==> config.mk <==
export PLATFORM = sky130hd
export DESIGN_NAME = vcr_input_port
export DESIGN_NICKNAME = d
export VERILOG_FILES = /design/src/rtl/vcr_pkg.sv /design/src/rtl/vcr_flit_fifo.sv /design/src/rtl/vcr_route_unit.sv /design/src/rtl/vcr_vc_ctrl.sv /design/src/rtl/vcr_credit_bank.sv /design/src/rtl/vcr_input_port.sv
export SDC_FILE = /design/constraint.sdc
export NUM_CORES = 1
export LEC_CHECK = 0
export CORE_MARGIN = 4
export CORE_UTILIZATION = 60
export DETAILED_ROUTE_END_ITERATION = 7
export HOLD_SLACK_MARGIN = 0.15
export PLACE_DENSITY = 0.78
export SLEW_MARGIN = 20
export SYNTH_ARGS = -nofsm -noshare
export SYNTH_HDL_FRONTEND = slang
export SYNTH_SLANG_ARGS = --single-unit
==> constraint.sdc <==
create_clock -name clk -period 12 [get_ports clk]
set_input_delay 3.6 -clock clk [delete_from_list [all_inputs] [get_ports clk]]
set_output_delay 3.6 -clock clk [all_outputs]
set_load 0.01 [all_outputs]
==> src/rtl/vcr_pkg.sv <==
// vcr_pkg: shared constants, types and helpers for the VC input port.
// Assumes a 2-D mesh with 5 output directions and a 2-bit flit kind.
package vcr_pkg;

    localparam int PORT_W = 3;

    localparam logic [1:0] KIND_HEAD = 2'b00;
    localparam logic [1:0] KIND_BODY = 2'b01;
    localparam logic [1:0] KIND_TAIL = 2'b10;
    localparam logic [1:0] KIND_SOLO = 2'b11;

    localparam logic [PORT_W-1:0] DIR_LOCAL = 3'd0;
    localparam logic [PORT_W-1:0] DIR_EAST  = 3'd1;
    localparam logic [PORT_W-1:0] DIR_WEST  = 3'd2;
    localparam logic [PORT_W-1:0] DIR_NORTH = 3'd3;
    localparam logic [PORT_W-1:0] DIR_SOUTH = 3'd4;

    typedef enum logic [1:0] {
        VS_IDLE   = 2'd0,
        VS_ALLOC  = 2'd1,
        VS_ACTIVE = 2'd2
    } vc_state_e;

    // True when the kind starts a packet.
    function automatic logic kind_opens(input logic [1:0] k);
        return (k == KIND_HEAD) || (k == KIND_SOLO);
    endfunction

    // True when the kind ends a packet.
    function automatic logic kind_closes(input logic [1:0] k);
        return (k == KIND_TAIL) || (k == KIND_SOLO);
    endfunction

endpackage

==> src/rtl/vcr_flit_fifo.sv <==
// vcr_flit_fifo: flit queue for one input VC.
// Assumes the upstream sender respects credits, so it never pushes while full.
// The front entry is visible one cycle after it is written.
module vcr_flit_fifo #(
    parameter int WIDTH = 18,
    parameter int DEPTH = 4
) (
    input  logic             clk,
    input  logic             rst_n,
    input  logic             push,
    input  logic [WIDTH-1:0] push_data,
    input  logic             pop,
    output logic [WIDTH-1:0] front,
    output logic             empty,
    output logic             full
);
    localparam int PTR_W = (DEPTH > 1) ? $clog2(DEPTH) : 1;
    localparam int CNT_W = $clog2(DEPTH + 1);

    logic [WIDTH-1:0] slots [DEPTH];
    logic [PTR_W-1:0] wr_ptr;
    logic [PTR_W-1:0] rd_ptr;
    logic [CNT_W-1:0] count;

    // Advance a pointer with wrap at DEPTH.
    function automatic logic [PTR_W-1:0] bump(input logic [PTR_W-1:0] p);
        return (p == PTR_W'(DEPTH - 1)) ? '0 : p + 1'b1;
    endfunction

    // Storage write; slots need no reset.
    always_ff @(posedge clk) begin
        if (push) slots[wr_ptr] <= push_data;
    end

    // Pointer and occupancy tracking.
    always_ff @(posedge clk) begin
        if (!rst_n) begin
            wr_ptr <= '0;
            rd_ptr <= '0;
            count  <= '0;
        end else begin
            if (push) wr_ptr <= bump(wr_ptr);
            if (pop)  rd_ptr <= bump(rd_ptr);
            count <= count + CNT_W'(push) - CNT_W'(pop);
        end
    end

    // Status and head-of-queue view.
    always_comb begin
        front = slots[rd_ptr];
        empty = (count == '0);
        full  = (count == CNT_W'(DEPTH));
    end


    fifo_pop_nonempty_chk: assert property (@(posedge clk) disable iff (!rst_n)
        pop |-> !empty);

endmodule

==> src/rtl/vcr_route_unit.sv <==
// vcr_route_unit: X-then-Y dimension-order route computation.
// Assumes the router sits at (MY_X, MY_Y); purely combinational.
module vcr_route_unit
    import vcr_pkg::*;
#(
    parameter int COORD_W = 4,
    parameter int MY_X    = 5,
    parameter int MY_Y    = 5
) (
    input  logic [COORD_W-1:0] dest_x,
    input  logic [COORD_W-1:0] dest_y,
    output logic [PORT_W-1:0]  dir
);
    localparam logic [COORD_W-1:0] HERE_X = COORD_W'(MY_X);
    localparam logic [COORD_W-1:0] HERE_Y = COORD_W'(MY_Y);

    // Resolve X first, then Y, then eject locally.
    always_comb begin
        if (dest_x > HERE_X)      dir = DIR_EAST;
        else if (dest_x < HERE_X) dir = DIR_WEST;
        else if (dest_y > HERE_Y) dir = DIR_NORTH;
        else if (dest_y < HERE_Y) dir = DIR_SOUTH;
        else                      dir = DIR_LOCAL;
    end

endmodule

==> src/rtl/vcr_vc_ctrl.sv <==
// vcr_vc_ctrl: per-VC packet state machine (idle, allocating, active).
// Assumes the queue front is a head whenever the VC is idle and not empty,
// and that the VC allocator holds va_ovc valid together with va_gnt.
module vcr_vc_ctrl
    import vcr_pkg::*;
#(
    parameter int OVC_W = 2
) (
    input  logic              clk,
    input  logic              rst_n,
    input  logic              spec_en,
    input  logic              fifo_empty,
    input  logic [1:0]        front_kind,
    input  logic [PORT_W-1:0] rc_dir,
    input  logic              va_gnt,
    input  logic [OVC_W-1:0]  va_ovc,
    input  logic              sa_gnt,
    input  logic              cred_ok_held,
    input  logic              cred_ok_new,
    output logic              va_req,
    output logic              sa_req,
    output logic              send,
    output logic [PORT_W-1:0] held_dir,
    output logic [OVC_W-1:0]  held_ovc,
    output logic [OVC_W-1:0]  send_ovc
);
    vc_state_e state;
    logic      active_ready;
    logic      spec_try;

    // Request and send decisions for this VC.
    always_comb begin
        active_ready = (state == VS_ACTIVE) && !fifo_empty && cred_ok_held;
        spec_try     = spec_en && (state == VS_ALLOC);
        va_req       = (state == VS_ALLOC);
        sa_req       = active_ready || spec_try;
        send         = sa_gnt && (active_ready || (spec_try && va_gnt && cred_ok_new));
        send_ovc     = (state == VS_ALLOC) ? va_ovc : held_ovc;
    end

    // State sequencing: route on head, allocate, stream until tail.
    always_ff @(posedge clk) begin
        if (!rst_n) begin
            state    <= VS_IDLE;
            held_dir <= DIR_LOCAL;
            held_ovc <= '0;
        end else begin
            case (state)
                VS_IDLE: begin
                    if (!fifo_empty && kind_opens(front_kind)) begin
                        held_dir <= rc_dir;
                        state    <= VS_ALLOC;
                    end
                end
                VS_ALLOC: begin
                    if (va_gnt) begin
                        held_ovc <= va_ovc;
                        state    <= (send && kind_closes(front_kind)) ? VS_IDLE : VS_ACTIVE;
                    end
                end
                VS_ACTIVE: begin
                    if (send && kind_closes(front_kind)) state <= VS_IDLE;
                end
                default: state <= VS_IDLE;
            endcase
        end
    end


    alloc_send_spec_chk: assert property (@(posedge clk) disable iff (!rst_n)
        (send && state == VS_ALLOC) |-> spec_en);


    tail_release_chk: assert property (@(posedge clk) disable iff (!rst_n)
        (send && kind_closes(front_kind)) |=> (state == VS_IDLE));


    idle_front_head_chk: assert property (@(posedge clk) disable iff (!rst_n)
        (state == VS_IDLE && !fifo_empty) |-> kind_opens(front_kind));


    spec_no_send_without_va_chk: assert property (@(posedge clk) disable iff (!rst_n)
        (state == VS_ALLOC && !va_gnt) |-> !send);

endmodule

==> src/rtl/vcr_credit_bank.sv <==
// vcr_credit_bank: one credit counter per downstream VC.
// Assumes downstream never returns more credits than it has buffer slots.
module vcr_credit_bank #(
    parameter int NUM_OVC  = 4,
    parameter int DN_DEPTH = 4
) (
    input  logic                       clk,
    input  logic                       rst_n,
    input  logic                       use_valid,
    input  logic [$clog2(NUM_OVC)-1:0] use_ovc,
    input  logic                       ret_valid,
    input  logic [$clog2(NUM_OVC)-1:0] ret_ovc,
    output logic [NUM_OVC-1:0]         avail
);
    localparam int OVC_W = $clog2(NUM_OVC);
    localparam int CNT_W = $clog2(DN_DEPTH + 1);

    logic [CNT_W-1:0] cnt [NUM_OVC];

    for (genvar g = 0; g < NUM_OVC; g++) begin : g_ctr
        logic dec;
        logic inc;
        // Per-counter decode of send and return events.
        always_comb begin
            dec = use_valid && (use_ovc == OVC_W'(g));
            inc = ret_valid && (ret_ovc == OVC_W'(g));
        end

        // Counter update: reset to downstream depth.
        always_ff @(posedge clk) begin
            if (!rst_n) cnt[g] <= CNT_W'(DN_DEPTH);
            else        cnt[g] <= cnt[g] + CNT_W'(inc) - CNT_W'(dec);
        end

        // Availability flag for this downstream VC.
        always_comb avail[g] = (cnt[g] != '0);


        credit_underflow_chk: assert property (@(posedge clk) disable iff (!rst_n)
            dec |-> (cnt[g] != '0));


        credit_overflow_chk: assert property (@(posedge clk) disable iff (!rst_n)
            (inc && !dec) |-> (cnt[g] < CNT_W'(DN_DEPTH)));
    end

endmodule

==> src/rtl/vcr_input_port.sv <==
// vcr_input_port: one router input port with NUM_VC virtual channels.
// Per VC: flit queue, route unit and state machine; shared credit bank and
// a registered switch-traversal stage. Assumes sa_gnt has at most one bit set
// and that upstream only sends into a VC with a free slot.
module vcr_input_port
    import vcr_pkg::*;
#(
    parameter int NUM_VC   = 4,
    parameter int VC_DEPTH = 4,
    parameter int NUM_OVC  = 4,
    parameter int DN_DEPTH = 4,
    parameter int FLIT_W   = 16,
    parameter int COORD_W  = 4,
    parameter int MY_X     = 5,
    parameter int MY_Y     = 5
) (
    input  logic                         clk,
    input  logic                         rst_n,
    input  logic                         spec_en,
    input  logic                         in_valid,
    input  logic [$clog2(NUM_VC)-1:0]    in_vc,
    input  logic [1:0]                   in_kind,
    input  logic [FLIT_W-1:0]            in_data,
    output logic [NUM_VC-1:0]            va_req,
    output logic [NUM_VC*3-1:0]          req_port,
    input  logic [NUM_VC-1:0]            va_gnt,
    input  logic [NUM_VC*$clog2(NUM_OVC)-1:0] va_ovc,
    output logic [NUM_VC-1:0]            sa_req,
    input  logic [NUM_VC-1:0]            sa_gnt,
    input  logic                         crd_in_valid,
    input  logic [$clog2(NUM_OVC)-1:0]   crd_in_vc,
    output logic                         out_valid,
    output logic [2:0]                   out_port,
    output logic [$clog2(NUM_OVC)-1:0]   out_vc,
    output logic [1:0]                   out_kind,
    output logic [FLIT_W-1:0]            out_data,
    output logic                         up_crd_valid,
    output logic [$clog2(NUM_VC)-1:0]    up_crd_vc
);
    localparam int VC_W   = $clog2(NUM_VC);
    localparam int OVC_W  = $clog2(NUM_OVC);
    localparam int ENTRY_W = FLIT_W + 2;

    logic [ENTRY_W-1:0] front     [NUM_VC];
    logic [NUM_VC-1:0]  q_empty;
    logic [NUM_VC-1:0]  q_full;
    logic [NUM_VC-1:0]  send;
    logic [PORT_W-1:0]  held_dir  [NUM_VC];
    logic [OVC_W-1:0]   send_ovc  [NUM_VC];
    logic [NUM_OVC-1:0] avail;

    logic               any_send;
    logic [VC_W-1:0]    sel;
    logic [OVC_W-1:0]   sel_ovc;

    for (genvar v = 0; v < NUM_VC; v++) begin : g_vc
        logic              push;
        logic [PORT_W-1:0] rc_dir;
        logic [OVC_W-1:0]  held_ovc;
        logic [OVC_W-1:0]  lane_ovc;
        logic              ok_held;
        logic              ok_new;

        // Input steering and credit lookups for this VC.
        always_comb begin
            push     = in_valid && (in_vc == VC_W'(v));
            lane_ovc = va_ovc[v*OVC_W +: OVC_W];
            ok_held  = avail[held_ovc];
            ok_new   = avail[lane_ovc];
            req_port[v*3 +: 3] = held_dir[v];
        end

        vcr_flit_fifo #(.WIDTH(ENTRY_W), .DEPTH(VC_DEPTH)) i_fifo (
            .clk       (clk),
            .rst_n     (rst_n),
            .push      (push),
            .push_data ({in_kind, in_data}),
            .pop       (send[v]),
            .front     (front[v]),
            .empty     (q_empty[v]),
            .full      (q_full[v])
        );

        vcr_route_unit #(.COORD_W(COORD_W), .MY_X(MY_X), .MY_Y(MY_Y)) i_route (
            .dest_x (front[v][COORD_W-1:0]),
            .dest_y (front[v][2*COORD_W-1:COORD_W]),
            .dir    (rc_dir)
        );

        vcr_vc_ctrl #(.OVC_W(OVC_W)) i_ctrl (
            .clk          (clk),
            .rst_n        (rst_n),
            .spec_en      (spec_en),
            .fifo_empty   (q_empty[v]),
            .front_kind   (front[v][ENTRY_W-1:FLIT_W]),
            .rc_dir       (rc_dir),
            .va_gnt       (va_gnt[v]),
            .va_ovc       (lane_ovc),
            .sa_gnt       (sa_gnt[v]),
            .cred_ok_held (ok_held),
            .cred_ok_new  (ok_new),
            .va_req       (va_req[v]),
            .sa_req       (sa_req[v]),
            .send         (send[v]),
            .held_dir     (held_dir[v]),
            .held_ovc     (held_ovc),
            .send_ovc     (send_ovc[v])
        );


        no_push_when_full_chk: assert property (@(posedge clk) disable iff (!rst_n)
            (push && !send[v]) |-> !q_full[v]);
    end

    // Select the single sending VC.
    always_comb begin
        any_send = |send;
        sel      = '0;
        for (int v = 0; v < NUM_VC; v++) begin
            if (send[v]) sel = VC_W'(v);
        end
        sel_ovc = send_ovc[sel];
    end

    vcr_credit_bank #(.NUM_OVC(NUM_OVC), .DN_DEPTH(DN_DEPTH)) i_credits (
        .clk       (clk),
        .rst_n     (rst_n),
        .use_valid (any_send),
        .use_ovc   (sel_ovc),
        .ret_valid (crd_in_valid),
        .ret_ovc   (crd_in_vc),
        .avail     (avail)
    );

    // Switch traversal register and upstream credit.
    always_ff @(posedge clk) begin
        if (!rst_n) begin
            out_valid    <= 1'b0;
            out_port     <= DIR_LOCAL;
            out_vc       <= '0;
            out_kind     <= KIND_HEAD;
            out_data     <= '0;
            up_crd_valid <= 1'b0;
            up_crd_vc    <= '0;
        end else begin
            out_valid    <= any_send;
            up_crd_valid <= any_send;
            if (any_send) begin
                out_port  <= held_dir[sel];
                out_vc    <= sel_ovc;
                out_kind  <= front[sel][ENTRY_W-1:FLIT_W];
                out_data  <= front[sel][FLIT_W-1:0];
                up_crd_vc <= sel;
            end
        end
    end


    sa_gnt_onehot_chk: assert property (@(posedge clk) disable iff (!rst_n)
        $onehot0(sa_gnt));


    send_reaches_output_chk: assert property (@(posedge clk) disable iff (!rst_n)
        any_send |=> (out_valid && up_crd_valid));


    send_needs_request_chk: assert property (@(posedge clk) disable iff (!rst_n)
        any_send |-> |(sa_req & sa_gnt));

endmodule

# Yosys cells after proc, flatten, opt, wreduce, memory -nomap -nowiden
# Memory sizes are Yosys's and may differ from the RTL's. A register that Yosys moved wholly into a read port is not among the register bits.
# Index checks and enable logic that the tools add are counted.
[word_totals] register_bits=82 mem_bits_rw=300 input_bits=43 out_inout_bits=47 elab_cells=328 mem_count=5
[memory_table] name="g_vc[0].i_fifo.slots" depth=4 word_bits=18 rd=1 rd_clocked_by_memory_dff=1 wr=1 line="vcr_flit_fifo.sv:20" rtl="logic [WIDTH-1:0] slots [DEPTH];"
[memory_table] name="g_vc[1].i_fifo.slots" depth=4 word_bits=18 rd=1 rd_clocked_by_memory_dff=1 wr=1 line="vcr_flit_fifo.sv:20"
[memory_table] name="g_vc[2].i_fifo.slots" depth=4 word_bits=18 rd=1 rd_clocked_by_memory_dff=1 wr=1 line="vcr_flit_fifo.sv:20"
[memory_table] name="g_vc[3].i_fifo.slots" depth=4 word_bits=18 rd=1 rd_clocked_by_memory_dff=1 wr=1 line="vcr_flit_fifo.sv:20"
[memory_table] name="i_credits.cnt" depth=4 word_bits=3 rd=4 rd_clocked_by_memory_dff=0 wr=4 line="vcr_credit_bank.sv:18" rtl="logic [CNT_W-1:0] cnt [NUM_OVC];"
[classes] n_addsub=24 magnitude_cmp=25 eq_ne=45 muxes=98 n_bitwise=5 n_reduce_logical=96
[op_table] cell="2-bit 2-to-1 mux" count=40
[op_table] cell="3-bit 2-to-1 mux" count=22
[op_table] cell="2-bit equality test (second input constant)" count=26
[op_table] cell="1-bit logical AND" count=44
[op_table] cell="18-bit binary-select mux with 2-bit select" count=1
[op_table] cell="18-bit 2-to-1 mux" count=2
[op_table] cell="4-bit by 3-bit greater-than comparator with 1-bit output (second input constant)" count=8
[op_table] cell="4-bit by 3-bit less-than comparator with 1-bit output (second input constant)" count=8
[op_table] cell="3-bit by 1-bit adder with 3-bit output" count=8
[op_table] cell="2-bit by 3-bit less-than comparator with 1-bit output (second input constant)" count=8
[op_table] cell="2-bit one-hot mux with 3 select lines" count=4
[op_table] cell="3-bit by 1-bit subtractor with 3-bit output" count=8
[op_table] cell="2-bit logical NOT" count=11
[op_table] cell="1-bit 2-to-1 mux" count=19
[op_table] cell="2-bit by 1-bit adder with 2-bit output (second input constant)" count=8
[op_table] cell="1-bit binary-select mux with 2-bit select" count=8
[op_table] cell="1-bit logical OR" count=16
[op_table] cell="2-bit != test (second input constant)" count=8
[op_table] cell="2-bit AND reduction" count=8
[op_table] cell="2-bit by 1-bit equality test with 1-bit output (second input constant)" count=7
[op_table] cell="3-bit logical NOT" count=4
[op_table] cell="3-bit AND reduction" count=4
[op_table] cell="3-bit nonzero test" count=4
[op_table] cell="2-bit by 1-bit != test with 1-bit output (second input constant)" count=4
[op_table] cell="other kinds (7)" count=13

# Longest topological paths before layout
# An unclocked memory read counts as a cell.
[logic_depth] ltp_word=18 ltp_mapped=17 ltp_nobuf=16

# Modules after synthesis
# From an unflattened synthesis, not the netlist that was laid out.
[unflattened] cells_unflattened=997 hier_area_um2=16452.0
[modules_own_cells] mod="vcr_flit_fifo" n_inst=4 cells_per_inst=138 area_per_inst_um2=3096.7 seq_area_each_um2=2342.2
[modules_own_cells] mod="vcr_input_port" n_inst=1 cells_per_inst=185 area_per_inst_um2=1659.1 seq_area_each_um2=520.5
[modules_own_cells] mod="vcr_vc_ctrl" n_inst=4 cells_per_inst=41 area_per_inst_um2=375.4 seq_area_each_um2=140.1
[modules_own_cells] mod="vcr_credit_bank" n_inst=1 cells_per_inst=64 area_per_inst_um2=704.4 seq_area_each_um2=240.2
[modules_own_cells] mod="vcr_route_unit" n_inst=4 cells_per_inst=8 area_per_inst_um2=50.0 seq_area_each_um2=0.0

# Worst setup path after synthesis
# Ideal clock, no wire load.
[synth_path] path_type="in2out" from="input port spec_en" to="output port sa_req[0]" arrival_ns=3.861 required_time_ns=8.400 setup_slack_ns=4.539 stages=2 n_path_buf=1 path_cell_list="a21o_1 > buf_4"
[synth_between] elab_chain_cells=2
[synth_lines] item="from (decl)" line="vcr_input_port.sv:19" rtl="input logic spec_en,"
[synth_lines] item="1-bit logical AND" line="vcr_vc_ctrl.sv:34" rtl="spec_try = spec_en && (state == VS_ALLOC);"
[synth_lines] item="1-bit logical OR" line="vcr_vc_ctrl.sv:36" rtl="sa_req = active_ready || spec_try;"
[synth_lines] item="to (decl)" line="vcr_input_port.sv:28" rtl="output logic [NUM_VC-1:0] sa_req,"
# Every way passes these cells.

# Worst setup path in the final report
[layout_path] from="input port spec_en" to="output port sa_req[2]"
# Same word-level chain as after synthesis.

==> results.md <==
* Gpl congestion at between 0.8 and 0.9
* Routed via count at slightly below 9,000
* Final WS setup at 3.44 ns
* Cell taking the most area after synthesis: edfxtp_1
* Die height at 172 um
* Count of mapped cells out of synthesis at between 1,000 and 1,500
* Crit-path max FO at 8
* Number of vias per cell at 6.10
* CTS root buf: clkbuf_16
* H-tree level count at 2
* Area of the die at about 29,000 sq um
* # rows at 59
* DP Area at approximately 17,000 sq um
* Pins over their slew limit at 0
* Kind of critical path: input pin to output pin
* Setup TNS at 0 ns
* CP Capture Type: output pin
* Clk sinks at about 400
* Peak VDD IR at between 0.0001 and 0.00015 V
* Core area at between 20,000 and 30,000 sq um
* Fmax achieved at 0.117 GHz
* Origin of the critical flop-to-flop path: i_credits.cnt[1][1]
* Final core utilization at about 71%
* CP Launch Type: input pin
* Int Pwr at about 0.0024 W
* Switching Share at 20.8%
* First-pass GRT wire length at approximately 53,000 um
* Die Wd at between 150 and 200 um
* Most common cell in the synthesized netlist: edfxtp_1
* Comb pwr share at under 10%
* Pwr/cell area at 161 nW/um^2
* Worst-Skew Late Latency at 0.54 ns
* DRT Pass-1 Iters at 5
* Pin count of the biggest net entering global routing at 95
* Synth async-reset ratio at 0%
* Post-CTS Setup Repair Bufs at 0
* Seq pwr share at roughly 50%
* Depth of the most critical reg-to-reg path at 15
* Status: finished clean
* R2R Path End: i_credits.cnt[0][2]
* Post-synth top flop: edfxtp_1
* Antenna viol nets, final at 0
* Proportion of layout cells with a drive suffix above 1 at between 10% and 20%
* Fin crit share at ~70%
* DR WL/cell at 23.9 um
* Dpl hpwl at 21,900 um
* Pwr Total at 0.00300 W
* Setup crit start: spec_en
* Pleak at approximately 6.3 nW
* Place WS at around 3.4 ns
* Mapped Area at between 15,000 and 20,000 sq um
* CTS tree: done
* Clock transition at path regs at 0.06 ns
* Max-Cap Viols at 0
* Final WL at approximately 35,000 um
* Final hold vios at 0
* Seq/Total Area, Yosys at between 60% and 70%
* Initial DRC Count at slightly below 900
* # port buffers at slightly below 90
* Worst-Margin Slew at between 1 and 1.5 ns
* Yosys top cell area share at 53.8%
* Synth-to-Final Area Change at 15.9%
* Sw power at 0.000626 W
* Clock tree buffer depth at 3
* Arrival @ worst endpoint at a little under 5 ns
* Relative slew margins at between 20% and 30%
* Seq cells post-synth at 390
* PostCTS Resize Cnt at 0
* Initial core utilization at slightly above 60%
* Worst Hold End: g_vc[1].i_fifo.rd_ptr[1]
* Final setup violation count at 0
* R2R Setup Slk at 7.44 ns
* DRC Markers at 0
* Remaining Overflow, GRT at 0
* Cell variety after synth at 53
* Syn avg cell area at 16.1 sq um
* RSZ-0062 raised after global routing: false
* Setup Skew at 0.0285 ns
* Critical path required time at 8.40 ns
* Cts bufs inserted at 39
* Top Ports at 90
* Commonest cells in the synthesized netlist: edfxtp_1 (288), dfxtp_1 (102), mux4_2 (80)
* Total Routing Usage GR at about a quarter
* Final instance area at roughly 19,000 sq um
* Initial antenna violation count at 2
* Clock power share at between 40 and 50%
* Vias in the first global route at slightly below 9,000
* Worst min-delay path category: flop to flop
* Worst hold path cell count at 2
* Hold Crit Start: g_vc[1].i_fifo.rd_ptr[1]
* EDFF count, synth at roughly 290
* Ys Warns at 0
* Synth top area cells: edfxtp_1 (54%), dfxtp_1 (13%), mux4_2 (11%)
* Fin nets at 1,184
* Post-layout minimum cycle time at 8.56 ns
* Cts hold-fix bufs at 0
* Net Count, Synth at approximately 1,100
==> layout by cell type, fill, tap and decap left out, types with 4 or more instances in the layout <==
cell | Yosys | layout
nor3_1 | 12 | 12
mux2i_1 | 25 | 25
edfxtp_1 | 288 | 288
buf_4 | 10 | 11
a21boi_0 | 14 | 14
nand3_1 | 11 | 11
inv_1 | 45 | 45
o221ai_1 | 19 | 19
clkbuf_16 | 0 | 39
ha_1 | 44 | 44
clkinv_2 | 0 | 6
nor2_1 | 35 | 35
dfxtp_1 | 102 | 102
a211oi_1 | 16 | 16
fa_1 | 8 | 8
clkbuf_1 | 28 | 4
xnor2_1 | 13 | 13
o211a_1 | 4 | 4
o22ai_1 | 9 | 9
clkinv_1 | 0 | 7
nand2_1 | 49 | 49
or3_1 | 4 | 4
and2_1 | 30 | 29
clkdlybuf4s50_1 | 0 | 88
mux4_2 | 80 | 80
nor3_2 | 4 | 4
nand2b_1 | 8 | 8
bufinv_16 | 0 | 10
o21ai_0 | 17 | 17
a21oi_1 | 31 | 31
nor2b_1 | 29 | 29
a22oi_1 | 8 | 8
==> area by class of cell <==
type / count / area (sq um)
Clock inverter: 27 / 405
Inverter: 48 / 180
Timing Repair Buffer: 100 / 968
Sequential cell: 390 / 10700
Clock buffer: 44 / 1000
Antenna cell: 2 / 5.00
Fill cell: 1654 / 7580
Tap cell: 335 / 419
Multi-Input combinational cell: 510 / 4950
==> per-layer routing <==
metal | vias to the layer above | GRT usage (%) | wire length [um]
met2 | 361 | 39.7 | 17300
met5 | - | 0 | 0
met3 | 57 | 4.99 | 2650
met4 | 0 | 6.17 | 767
met1 | 4455 | 32.8 | 14100
li1 | 4009 | - | -
==> worst max-delay path, stage by stage <==
cell and delay, ns:
clkdlybuf4s50_1 0.63, nand2_1 0.08, o21ai_0 0.10, clkdlybuf4s50_1 0.56
==> stage by stage <==
step | std cells | hold WS [ns]
finish | 1456 | 0.489
global route | 1454 | 0.514
CTS | 1454 | 0.485
detailed placement | 1383 | 0.474
global placement | 1383 | 0.468
floorplan | 1001 | 0.451
==> worst max path at each step <==
stage | endpoint | slack (ns) | cells after the start
2_1_floorplan | sa_req[0] | 4.54 | 2
3_3_place_gp | sa_req[3] | 3.42 | 4
3_5_place_dp | sa_req[2] | 3.42 | 4
4_1_cts | sa_req[2] | 3.41 | 4
5_1_grt | sa_req[2] | 3.28 | 4
6_report | sa_req[2] | 3.44 | 4
==> kinds of logic after synthesis <==
group | count (synthesis) | share of synthesized area, %
and+or+nand+nor | 198 | 6.58
buffers and inverters | 101 | 2.68
AOI/OAI and AO/OA | 138 | 6.07
DFF | 390 | 66.5
muxes | 106 | 12.8
xor gates and xnor gates | 16 | 0.872
adders and majority gates | 52 | 4.42
==> flip-flops by register name, indices dropped and copies added (netlist names), named ones only <==
register	count
g_vc.i_fifo.slots	288
out_data	16
g_vc.i_ctrl.held_dir	12
g_vc.i_fifo.count	12
i_credits.cnt	12
g_vc.i_ctrl.held_ovc	8
g_vc.i_ctrl.state	8
g_vc.i_fifo.rd_ptr	8
g_vc.i_fifo.wr_ptr	8
out_port	3
out_kind	2
out_vc	2
up_crd_vc	2
up_crd_valid	1
==> power groups by stage <==
stage                     clock network (W)  logic [W]  registers (W)
final                               0.00133   0.000179        0.00149
after global routing                0.00141   0.000196        0.00150
after CTS                           0.00135   0.000180        0.00149
after floorplan                           0  0.0000979        0.00152
after global placement                    0   0.000174        0.00152
after detailed placement                  0   0.000179        0.00152
No activity file was read; power rests on OpenSTA's default activity.
